===== src/rtl/ircm_pkg.sv =====
package ircm_pkg;

    // States of the carrier measuring machine
    typedef enum logic [1:0] {
        MS_IDLE = 2'd0,
        MS_ARM  = 2'd1,
        MS_HIGH = 2'd2,
        MS_LOW  = 2'd3
    } meas_state_t;

    // States of the envelope (demodulation) machine
    typedef enum logic {
        ENV_OFF = 1'b0,
        ENV_ON  = 1'b1
    } env_state_t;

endpackage


===== src/rtl/ircm_edge.sv =====
// Synchronises the raw IR line and flags its rising and falling edges.
module ircm_edge #(
    parameter int SYNC_STAGES = 2
) (
    input  logic clk,
    input  logic rst_n,
    input  logic din,
    output logic rise,
    output logic fall
);
    localparam int SW = SYNC_STAGES + 1;

    logic [SW-1:0] shr_q;
    logic          cur;
    logic          prev;

    always_ff @(posedge clk or negedge rst_n) begin
        if (!rst_n) begin
            shr_q <= '0;
        end else begin
            shr_q <= {shr_q[SW-2:0], din};
        end
    end

    assign cur  = shr_q[SYNC_STAGES-1];
    assign prev = shr_q[SYNC_STAGES];
    assign rise = cur & ~prev;
    assign fall = ~cur & prev;

endmodule


===== src/rtl/ircm_meas.sv =====
// Period and high-time measuring machine with publish registers.
module ircm_meas
    import ircm_pkg::*;
#(
    parameter int CW = 7
) (
    input  logic          clk,
    input  logic          rst_n,
    input  logic          tick,
    input  logic          rise,
    input  logic          fall,
    input  logic          en,
    input  logic [CW-1:0] thr,
    input  logic          rd_clr,
    output logic [CW-1:0] period_q,
    output logic [CW-1:0] high_q,
    output logic          valid_q,
    output logic [CW-1:0] last_q
);
    localparam logic [CW-1:0] MAXC = '1;
    localparam logic [CW-1:0] ONE  = {{(CW-1){1'b0}}, 1'b1};

    meas_state_t   state_q, state_d;
    logic [CW-1:0] cnt_q;
    logic [CW-1:0] hcap_q;
    logic          ovf;
    logic          restart;
    logic          counting;
    logic          pub;

    // A tick arriving while the count already sits at its ceiling
    assign ovf      = tick && (cnt_q == MAXC);
    assign counting = (state_q == MS_HIGH) || (state_q == MS_LOW);
    assign restart  = rise && ((state_q == MS_ARM) || (state_q == MS_LOW));
    assign pub      = en && rise && (state_q == MS_LOW)
                      && (cnt_q >= thr) && (cnt_q != '0);

    // State register
    always_ff @(posedge clk or negedge rst_n) begin
        if (!rst_n) begin
            state_q <= MS_IDLE;
        end else begin
            state_q <= state_d;
        end
    end

    // Next-state logic
    always_comb begin
        state_d = state_q;
        unique case (state_q)
            MS_IDLE: if (en) state_d = MS_ARM;
            MS_ARM:  if (rise) state_d = MS_HIGH;
            MS_HIGH: begin
                if (fall)     state_d = MS_LOW;
                else if (ovf) state_d = MS_ARM;
            end
            MS_LOW: begin
                if (rise)     state_d = MS_HIGH;
                else if (ovf) state_d = MS_ARM;
            end
        endcase
        if (!en) state_d = MS_IDLE;
    end

    // Tick counter and high-time capture
    always_ff @(posedge clk or negedge rst_n) begin
        if (!rst_n) begin
            cnt_q  <= '0;
            hcap_q <= '0;
        end else begin
            if (restart) begin
                cnt_q <= tick ? ONE : '0;
            end else if (counting && tick && (cnt_q != MAXC)) begin
                cnt_q <= cnt_q + ONE;
            end
            if ((state_q == MS_HIGH) && fall) begin
                hcap_q <= cnt_q;
            end
        end
    end

    // Output (publish) registers
    always_ff @(posedge clk or negedge rst_n) begin
        if (!rst_n) begin
            period_q <= '0;
            high_q   <= '0;
            valid_q  <= 1'b0;
            last_q   <= MAXC;
        end else if (pub) begin
            period_q <= cnt_q;
            high_q   <= hcap_q;
            valid_q  <= 1'b1;
            last_q   <= cnt_q;
        end else if (rd_clr) begin
            valid_q  <= 1'b0;
        end
    end

    AST_READ_CLEARS: assert property (@(posedge clk) disable iff (!rst_n)
        (rd_clr && !(rise && state_q == MS_LOW)) |=> !valid_q);

    AST_NONZERO_PERIOD: assert property (@(posedge clk) disable iff (!rst_n)
        valid_q |-> (period_q != '0));

    AST_HIGH_WITHIN_PERIOD: assert property (@(posedge clk) disable iff (!rst_n)
        valid_q |-> (high_q <= period_q));

    AST_DISABLED_IDLE: assert property (@(posedge clk) disable iff (!rst_n)
        !en |=> (state_q == MS_IDLE));

endmodule


===== src/rtl/ircm_env.sv =====
// Envelope tracker: high while carrier rising edges keep arriving.
module ircm_env
    import ircm_pkg::*;
#(
    parameter int CW = 7
) (
    input  logic          clk,
    input  logic          rst_n,
    input  logic          tick,
    input  logic          rise,
    input  logic          dm_en,
    input  logic [CW-1:0] last_period,
    output logic          demod
);
    localparam int GW = CW + 2;
    localparam logic [GW-1:0] GONE = {{(GW-1){1'b0}}, 1'b1};

    env_state_t    state_q, state_d;
    logic [GW-1:0] gap_q;
    logic [GW-1:0] limit;
    logic          timeout;

    assign limit   = {1'b0, last_period, 1'b0};
    assign timeout = (gap_q > limit);

    // State register
    always_ff @(posedge clk or negedge rst_n) begin
        if (!rst_n) begin
            state_q <= ENV_OFF;
        end else begin
            state_q <= state_d;
        end
    end

    // Next-state logic
    always_comb begin
        state_d = state_q;
        unique case (state_q)
            ENV_OFF: if (dm_en && rise) state_d = ENV_ON;
            ENV_ON: begin
                if (!dm_en)        state_d = ENV_OFF;
                else if (rise)     state_d = ENV_ON;
                else if (timeout)  state_d = ENV_OFF;
            end
        endcase
    end

    // Gap counter in ticks since the last rising edge
    always_ff @(posedge clk or negedge rst_n) begin
        if (!rst_n) begin
            gap_q <= '0;
        end else if (rise) begin
            gap_q <= tick ? GONE : '0;
        end else if (tick && !(&gap_q)) begin
            gap_q <= gap_q + GONE;
        end
    end

    // Output process
    always_comb begin
        demod = (state_q == ENV_ON);
    end

    AST_DEMOD_GATED: assert property (@(posedge clk) disable iff (!rst_n)
        !dm_en |=> !demod);

endmodule


===== src/rtl/ircm_carrier_meter.sv =====
// Top: carrier period / high-time meter with demodulated envelope.
module ircm_carrier_meter #(
    parameter int CW          = 7,
    parameter int SYNC_STAGES = 2
) (
    input  logic          clk,
    input  logic          rst_n,
    input  logic          tick,
    input  logic          ir_raw,
    input  logic          meas_en,
    input  logic          demod_en,
    input  logic [CW-1:0] min_period,
    input  logic          period_rd,
    output logic [CW:0]   period_word,
    output logic [CW-1:0] high_word,
    output logic          meas_valid,
    output logic          demod_out
);
    logic          rise;
    logic          fall;
    logic [CW-1:0] period_cnt;
    logic [CW-1:0] last_period;

    ircm_edge #(.SYNC_STAGES(SYNC_STAGES)) u_edge (
        .clk  (clk),
        .rst_n(rst_n),
        .din  (ir_raw),
        .rise (rise),
        .fall (fall)
    );

    ircm_meas #(.CW(CW)) u_meas (
        .clk     (clk),
        .rst_n   (rst_n),
        .tick    (tick),
        .rise    (rise),
        .fall    (fall),
        .en      (meas_en),
        .thr     (min_period),
        .rd_clr  (period_rd),
        .period_q(period_cnt),
        .high_q  (high_word),
        .valid_q (meas_valid),
        .last_q  (last_period)
    );

    ircm_env #(.CW(CW)) u_env (
        .clk        (clk),
        .rst_n      (rst_n),
        .tick       (tick),
        .rise       (rise),
        .dm_en      (demod_en),
        .last_period(last_period),
        .demod      (demod_out)
    );

    assign period_word = {meas_valid, period_cnt};

endmodule


===== config.mk =====
export PLATFORM = sky130hd
export DESIGN_NAME = ircm_carrier_meter
export DESIGN_NICKNAME = d
export VERILOG_FILES = /design/src/rtl/ircm_pkg.sv /design/src/rtl/ircm_edge.sv /design/src/rtl/ircm_meas.sv /design/src/rtl/ircm_env.sv /design/src/rtl/ircm_carrier_meter.sv
export SDC_FILE = /design/constraint.sdc
export NUM_CORES = 1
export LEC_CHECK = 0
export BUFFER_PORTS_ARGS = -buffer_cell sky130_fd_sc_hd__buf_2
export CORE_ASPECT_RATIO = 1.25
export CORE_MARGIN = 2
export CORE_UTILIZATION = 30
export DETAILED_ROUTE_END_ITERATION = 10
export PLACE_DENSITY_LB_ADDON = 0.05
export SLEW_MARGIN = 15
export SYNTH_ARGS = -nofsm -noshare
export SYNTH_HDL_FRONTEND = slang
export SYNTH_SLANG_ARGS = --single-unit

===== constraint.sdc =====
create_clock -name clk -period 3.1 [get_ports clk]
set_clock_uncertainty 0.15 [all_clocks]
set_input_delay 0.465 -clock clk [delete_from_list [all_inputs] [get_ports clk]]
set_output_delay 0.465 -clock clk [all_outputs]
set_load 0.005 [all_outputs]

Yosys cells after proc, flatten, opt, wreduce, memory -nomap -nowiden --
Index checks and enable logic that the tools add are counted.
Word-level totals: register bits 51, input bits 14, logic and storage cells 64, output and inout port bits 17
Cells by class: magnitude comparators 2, mux-type cells 19, equality and inequality tests 6, bitwise operators 5, reduce and logical (&&, ||, !) cells 20, add/subtract/negate cells 2
Operators with widths (number):
- 9-bit two-way mux | 2
- 7-bit two-way mux | 2
- 1-bit logical AND | 11
- 2-bit two-way mux | 5
- 9-bit by 1-bit adder with 9-bit output, second input constant | 1
- 9-bit by 8-bit greater-than comparator with 1-bit output | 1
- 9-bit AND reduction | 1
- 1-bit two-way mux | 8
- 2-bit case mux with 4 select lines | 1
- 7-bit by 1-bit adder with 7-bit output, second input constant | 1
- 7-bit == test, second input constant | 1
- 7-bit >= comparator | 1
- 7-bit != test, second input constant | 1
- 7-bit nonzero test | 1
- 2-bit nonzero test | 3
- 2-bit == test, second input constant | 2
- 3-bit by 2-bit != test with 1-bit output, second input constant | 1
- 1-bit NOT | 3
- 1-bit bitwise AND | 2
- 2-bit by 1-bit == test with 1-bit output, second input constant | 1
- 2-bit zero test | 1
- 1-bit logical OR | 2
- 1-bit case mux with 2 select lines | 1
- 1-bit zero test | 1

Depth between registers and ports, before layout --
word-level depth 7, depth in mapped cells 10, depth with buffers taken out 9

Cells and area by module --
Synthesis repeated with hierarchy kept, for this count alone.
Unflattened totals: cell total of the unflattened synthesis 224, area total of the unflattened synthesis 2640.0 um^2
By module, submodules not included:
- ircm_meas | times used 1, cells each 144, area an instance 1868.0 um^2, seq. area each 959.7 um^2
- ircm_env | times used 1, cells each 74, area an instance 674.4 um^2, seq. area each 250.2 um^2
- ircm_edge | times used 1, cells each 5, area an instance 90.1 um^2, seq. area each 75.1 um^2
- ircm_carrier_meter | times used 1, cells each 1, area an instance 7.5 um^2, seq. area each 0.0 um^2

Worst setup path before layout --
No wires, ideal clock.
path kind input to register, from input port min_period[5], to register u_meas.high_q[0], setup slack 0.900 ns, data required time 2.825 ns, stages 7, arrival time 1.925 ns, library setup time 0.125 ns, path buffers 1, cells stage by stage inv_1 > ha_1 > nand4_1 > or3_4 > a21oi_4 > buf_12 > mux2_4
On the way: word-level cells in the longest chain between the ends 3
Ends and longest elaborated chain:
- start, declared | line ircm_carrier_meter.sv:12 | input logic [CW-1:0] min_period,
- 7-bit >= comparator | line ircm_meas.sv:36 | && (cnt_q >= thr) && (cnt_q != '0);
- 1-bit logical AND (2 in a row) | line ircm_meas.sv:36
- end signal, assigned | line ircm_meas.sv:91 | high_q <= hcap_q;
- end, declared | line ircm_meas.sv:16 | output logic [CW-1:0] high_q,
Every way passes these cells. A chain may end at the register's enable or synchronous reset.

Final worst setup path --
from register u_meas.cnt_q[4], to register u_meas.high_q[6]
On the way: word-level cells in the longest chain between the ends 3, elaborated cells between the ends (all ways) 4, those cells by class 1 x order compare; 3 x reduce/logical
Ends and longest elaborated chain:
- start, declared | line ircm_meas.sv:24 | logic [CW-1:0] cnt_q;
- start signal, assigned | line ircm_meas.sv:72 | cnt_q <= tick ? ONE : '0;
- start signal, assigned | line ircm_meas.sv:74 | cnt_q <= cnt_q + ONE;
- 7-bit >= comparator | line ircm_meas.sv:36
- 1-bit logical AND | line ircm_meas.sv:36
- 1-bit logical AND (*) | line ircm_meas.sv:36
Every way passes the cells marked *; elsewhere a longest branch is shown, timed or not.

==> run summary <==
The kind of start point of the critical path is a flop. In this run the worst path has a maximum fanout of 22. Adding up every negative setup slack in the final design gives 0 ns. The number of nets in the synthesized netlist is 251. The cell count after placement came out at 348. Count of mapped cells out of synthesis: 219.

STA classifies the critical path endpoint as a flop. After synthesis, the mean cell area works out to 11.95 um2. The logs give 0 for the final count of pins violating max slew and 0 for the total of max-cap violations.

The share of final-layout standard cells stronger than drive strength 1 came out at 0.3191. The finished layout holds 357 standard cells, fillers aside. Post-CTS timing repair inserted 0 buffers for setup. After synthesis, the cell types taking the most area are sky130_fd_sc_hd__dfrtp_1 (42%), sky130_fd_sc_hd__mux2_4 (10%), sky130_fd_sc_hd__ha_1 (8.6%), sky130_fd_sc_hd__dfstp_2 (7.0%), sky130_fd_sc_hd__mux2_2 (3.9%). The effective utilization at floorplan was 0.3057. Slowest cell on the critical path: sky130_fd_sc_hd__dfrtp_1.

The via count of the first global-routing pass came out at 1,753. In this run the worst hold path is classified as primary input to flop. Data on the critical path is required at its endpoint by 3.14 ns. The worst path needs 2.399 ns of the cycle, external delays included. The number of antenna violations at the first check in global routing was 0; the power per cell area was 428.6 nW/um2. The die boundary height is 108.4 um. Synthesis instantiated 41 different standard cells from the library.

The headroom to the max-slew limit is 0.4920, and the number of flops mapped to enable cells by yosys is 0. The total via count after detailed routing came out at 1,718. Buffers placed on the I/O ports in this run total 30. In this run the count of I/O pins placed on the die edge is 31. The critical path class was flop to flop. Using the TritonRoute via totals, the vias-per-cell ratio works out to 4.812. The library cell with the highest instance count after synthesis was sky130_fd_sc_hd__dfrtp_1. The length in cells of the worst reg-to-reg path is 6, and the depth of the CTS H-tree is 2. The delay of the slowest cell on the worst path was 0.53 ns. Derived from the worst setup path, the maximum achievable clock frequency is 416.9 MHz. The routed design has 5798 um of wire. The die boundary width is 87.53 um, and the sequential share of the synthesized area is 0.4912. The critical path goes through ha_1 > nand4_1 > or3_4 > a21oi_4 > buf_12 > mux2_2. Counting instances in the post-synthesis netlist gives the leading cell types as sky130_fd_sc_hd__dfrtp_1 (44), sky130_fd_sc_hd__nor2_1 (22), sky130_fd_sc_hd__ha_1 (18), sky130_fd_sc_hd__mux2_4 (18), sky130_fd_sc_hd__inv_1 (17). The worst hold path cell count works out to 1. The run gives 0.1152 ns as the worst slack on hold paths. sky130_fd_sc_hd__dfrtp_1 takes more of the synthesized area than any other cell. Number of placement rows: 38. At the pin with the least slew margin, the transition time is 0.7591 ns. TritonCTS built the clock tree. The first routing iteration left 50 violations. Number of iterations in the first detailed-routing pass: 4. Summing all multi-input logic gate instances after layout gives 1194 um2. Fill cells in the final layout number 898. The total setup violations reported at the end of the flow is 0. The fraction of post-synthesis cell area in the top cell type by area works out to 0.4209. Summed instance area of the synthesized netlist: 2616 um2.

Library cell used as clock root buffer: sky130_fd_sc_hd__clkbuf_8. The synthesis-to-layout area growth came out at 13.58%. Data arrives at the worst endpoint at 2.44 ns. Setup repair after global routing left no endpoint under its margin. The tools report the clock insertion delay at the later pin of the skew report as 0.31 ns. The global-route usage over all layers was 0.1321; the share of flip-flops with an asynchronous set or reset was 1.000. In this run the remaining antenna-violating nets after routing total 0.

The longest clock path from root to sink contains 2 buffers. Entering global routing, the biggest net connects 23 pins. The region available for standard cell placement spans 8558 um2.

For this run, design rule violations remaining after detail routing come to 0. Portion of the clock cycle consumed by the worst path in the final layout: 0.7738. The logs give 0 for the antenna diode count and 4105 um for the total half-perimeter wirelength after legalization and detailed placement. The most instantiated flip-flop cell in the synthesis netlist is sky130_fd_sc_hd__dfrtp_1. For the die area, the log shows 9489 um2.

Registers take 1285 um2. The number of failing hold endpoints at the final stage is 0, and the weighted congestion at the end of routability-driven global placement is 0.7019. Global routing finished with a remaining overflow of 0. After the last flow step, the layout net total stands at 288. The Yosys step of the flow raised 0 warnings. The total CTS buffers is 5. After clock tree synthesis, the clock-pin slew on the worst setup and hold paths is 0.09 ns.

For the peak supply drop, the log shows 0.1500 mV. The flow ran to the end, and the final reports show no timing, DRC or antenna violations. Synthesis inferred 51 register bits. The first-pass GRT wire length was 9473 um; the final routed wire length divided by cell count was 16.24 um. The tools report the number of sinks handled by clock tree synthesis as 51.

Summed over all cells, the static leakage comes to 1.459 nW.
-- cell usage in the layout (no fill, tap or decap), types with 2 or more instances in the layout --
cell / instances
sky130_fd_sc_hd__dfrtp_1: 44
sky130_fd_sc_hd__buf_2: 30
sky130_fd_sc_hd__nor2_1: 22
sky130_fd_sc_hd__mux2_4: 18
sky130_fd_sc_hd__ha_1: 18
sky130_fd_sc_hd__inv_1: 17
sky130_fd_sc_hd__nand2_1: 10
sky130_fd_sc_hd__mux2_2: 9
sky130_fd_sc_hd__o21ai_0: 8
sky130_fd_sc_hd__dfstp_2: 7
sky130_fd_sc_hd__a21oi_1: 6
sky130_fd_sc_hd__nand4_1: 5
sky130_fd_sc_hd__nand3_1: 5
sky130_fd_sc_hd__clkbuf_8: 5
sky130_fd_sc_hd__buf_4: 5
sky130_fd_sc_hd__a211oi_1: 4
sky130_fd_sc_hd__xor2_1: 4
sky130_fd_sc_hd__nor2b_1: 3
sky130_fd_sc_hd__xnor2_1: 3
sky130_fd_sc_hd__mux2i_1: 3
sky130_fd_sc_hd__a21o_1: 2
sky130_fd_sc_hd__nand4_2: 2
sky130_fd_sc_hd__or3_1: 2
sky130_fd_sc_hd__nand2b_1: 2
sky130_fd_sc_hd__nor3_1: 2
sky130_fd_sc_hd__nor3b_1: 2
-- power by group --
group	internal, mW	switching [mW]
sequential	0.695	0.0419
combinational	0.0678	0.0776
clock	0.160	0.231
-- registers in the layout (all words and copies together), names as in the netlist --
name / count
u_env.gap_q: 9
u_meas.cnt_q: 7
u_meas.hcap_q: 7
u_meas.high_q: 7
u_meas.last_q: 7
u_meas.period_q: 7
u_edge.shr_q: 3
u_meas.state_q: 2
u_env.demod: 1
u_meas.valid_q: 1
-- critical path, delay by kind of cell, from the launching register on --
kind,cells,cell delay [ns]
flip-flops,1,0.53
multiplexers,1,0.35
buffers and inverters,1,0.22
AO/OA/AOI/OAI,1,0.16
AND/OR/NAND/NOR,2,0.49
adder cells (fa/ha/maj),1,0.37
-- final cells by class --
class,count,share of cell area
Clock inverter,2,0.004632
Sequential cell,51,0.4324
Clock buffer,6,0.02442
Multi-Input combinational cell,144,0.4017
Timing Repair Buffer,37,0.07326
Tap cell,100,0.04211
Inverter,17,0.02147
-- layer usage --
layer | vias up | share of wire | wire (um) | GRT usage
met1 | 858 | 0.47 | 2701 | 0.1689
met4 | 0 | 0.010 | 59 | 0.03956
met2 | 21 | 0.50 | 2918 | 0.2256
li1 | 835 | - | - | -
met3 | 4 | 0.020 | 118 | 0.02366
met5 | - | 0 | 0 | 0
-- cell families (layout without fill, tap and decap cells) --
family,Yosys count,after routing,share of synthesized area
simple gates,62,62,0.1248
flops,51,51,0.4912
mux,30,30,0.1535
compound gates,27,27,0.06840
buf+inv,24,62,0.05261
fa+ha+maj,18,18,0.08608
xor+xnor,7,7,0.02343
-- what timing repair did --
action	4_1_cts	5_1_grt
hold endpoints to repair	15	0
gates resized for setup	0	0
hold buffers	1	0
-- per-stage QoR --
step / setup WS (ns) / util / cell area (um2) / power [mW]
global placement: 0.7127 / 0.3360 / 2875 / 0.8988
detailed placement: 0.6923 / 0.3360 / 2875 / 0.8992
CTS: 0.6789 / 0.3472 / 2972 / 1.301
global route: 0.6041 / 0.3472 / 2972 / 1.359
finish: 0.7012 / 0.3472 / 2972 / 1.274
floorplan: 0.9000 / - / 2616 / 0.8321
-- path summary, 6_finish.rpt --
kind	to	startpoint	slack, ns
setup / recovery	u_meas.high_q[6]	u_meas.cnt_q[4]	0.70
hold / removal	u_edge.shr_q[0]	ir_raw	0.12
setup reg to reg	u_meas.high_q[6]	u_meas.cnt_q[4]	0.70
hold reg to reg	u_edge.shr_q[1]	u_edge.shr_q[0]	0.21
max in group asynchronous	u_meas.last_q[1]	rst_n	1.62
min in group asynchronous	u_meas.high_q[4]	rst_n	0.51
(Power assumes the default switching activity.)
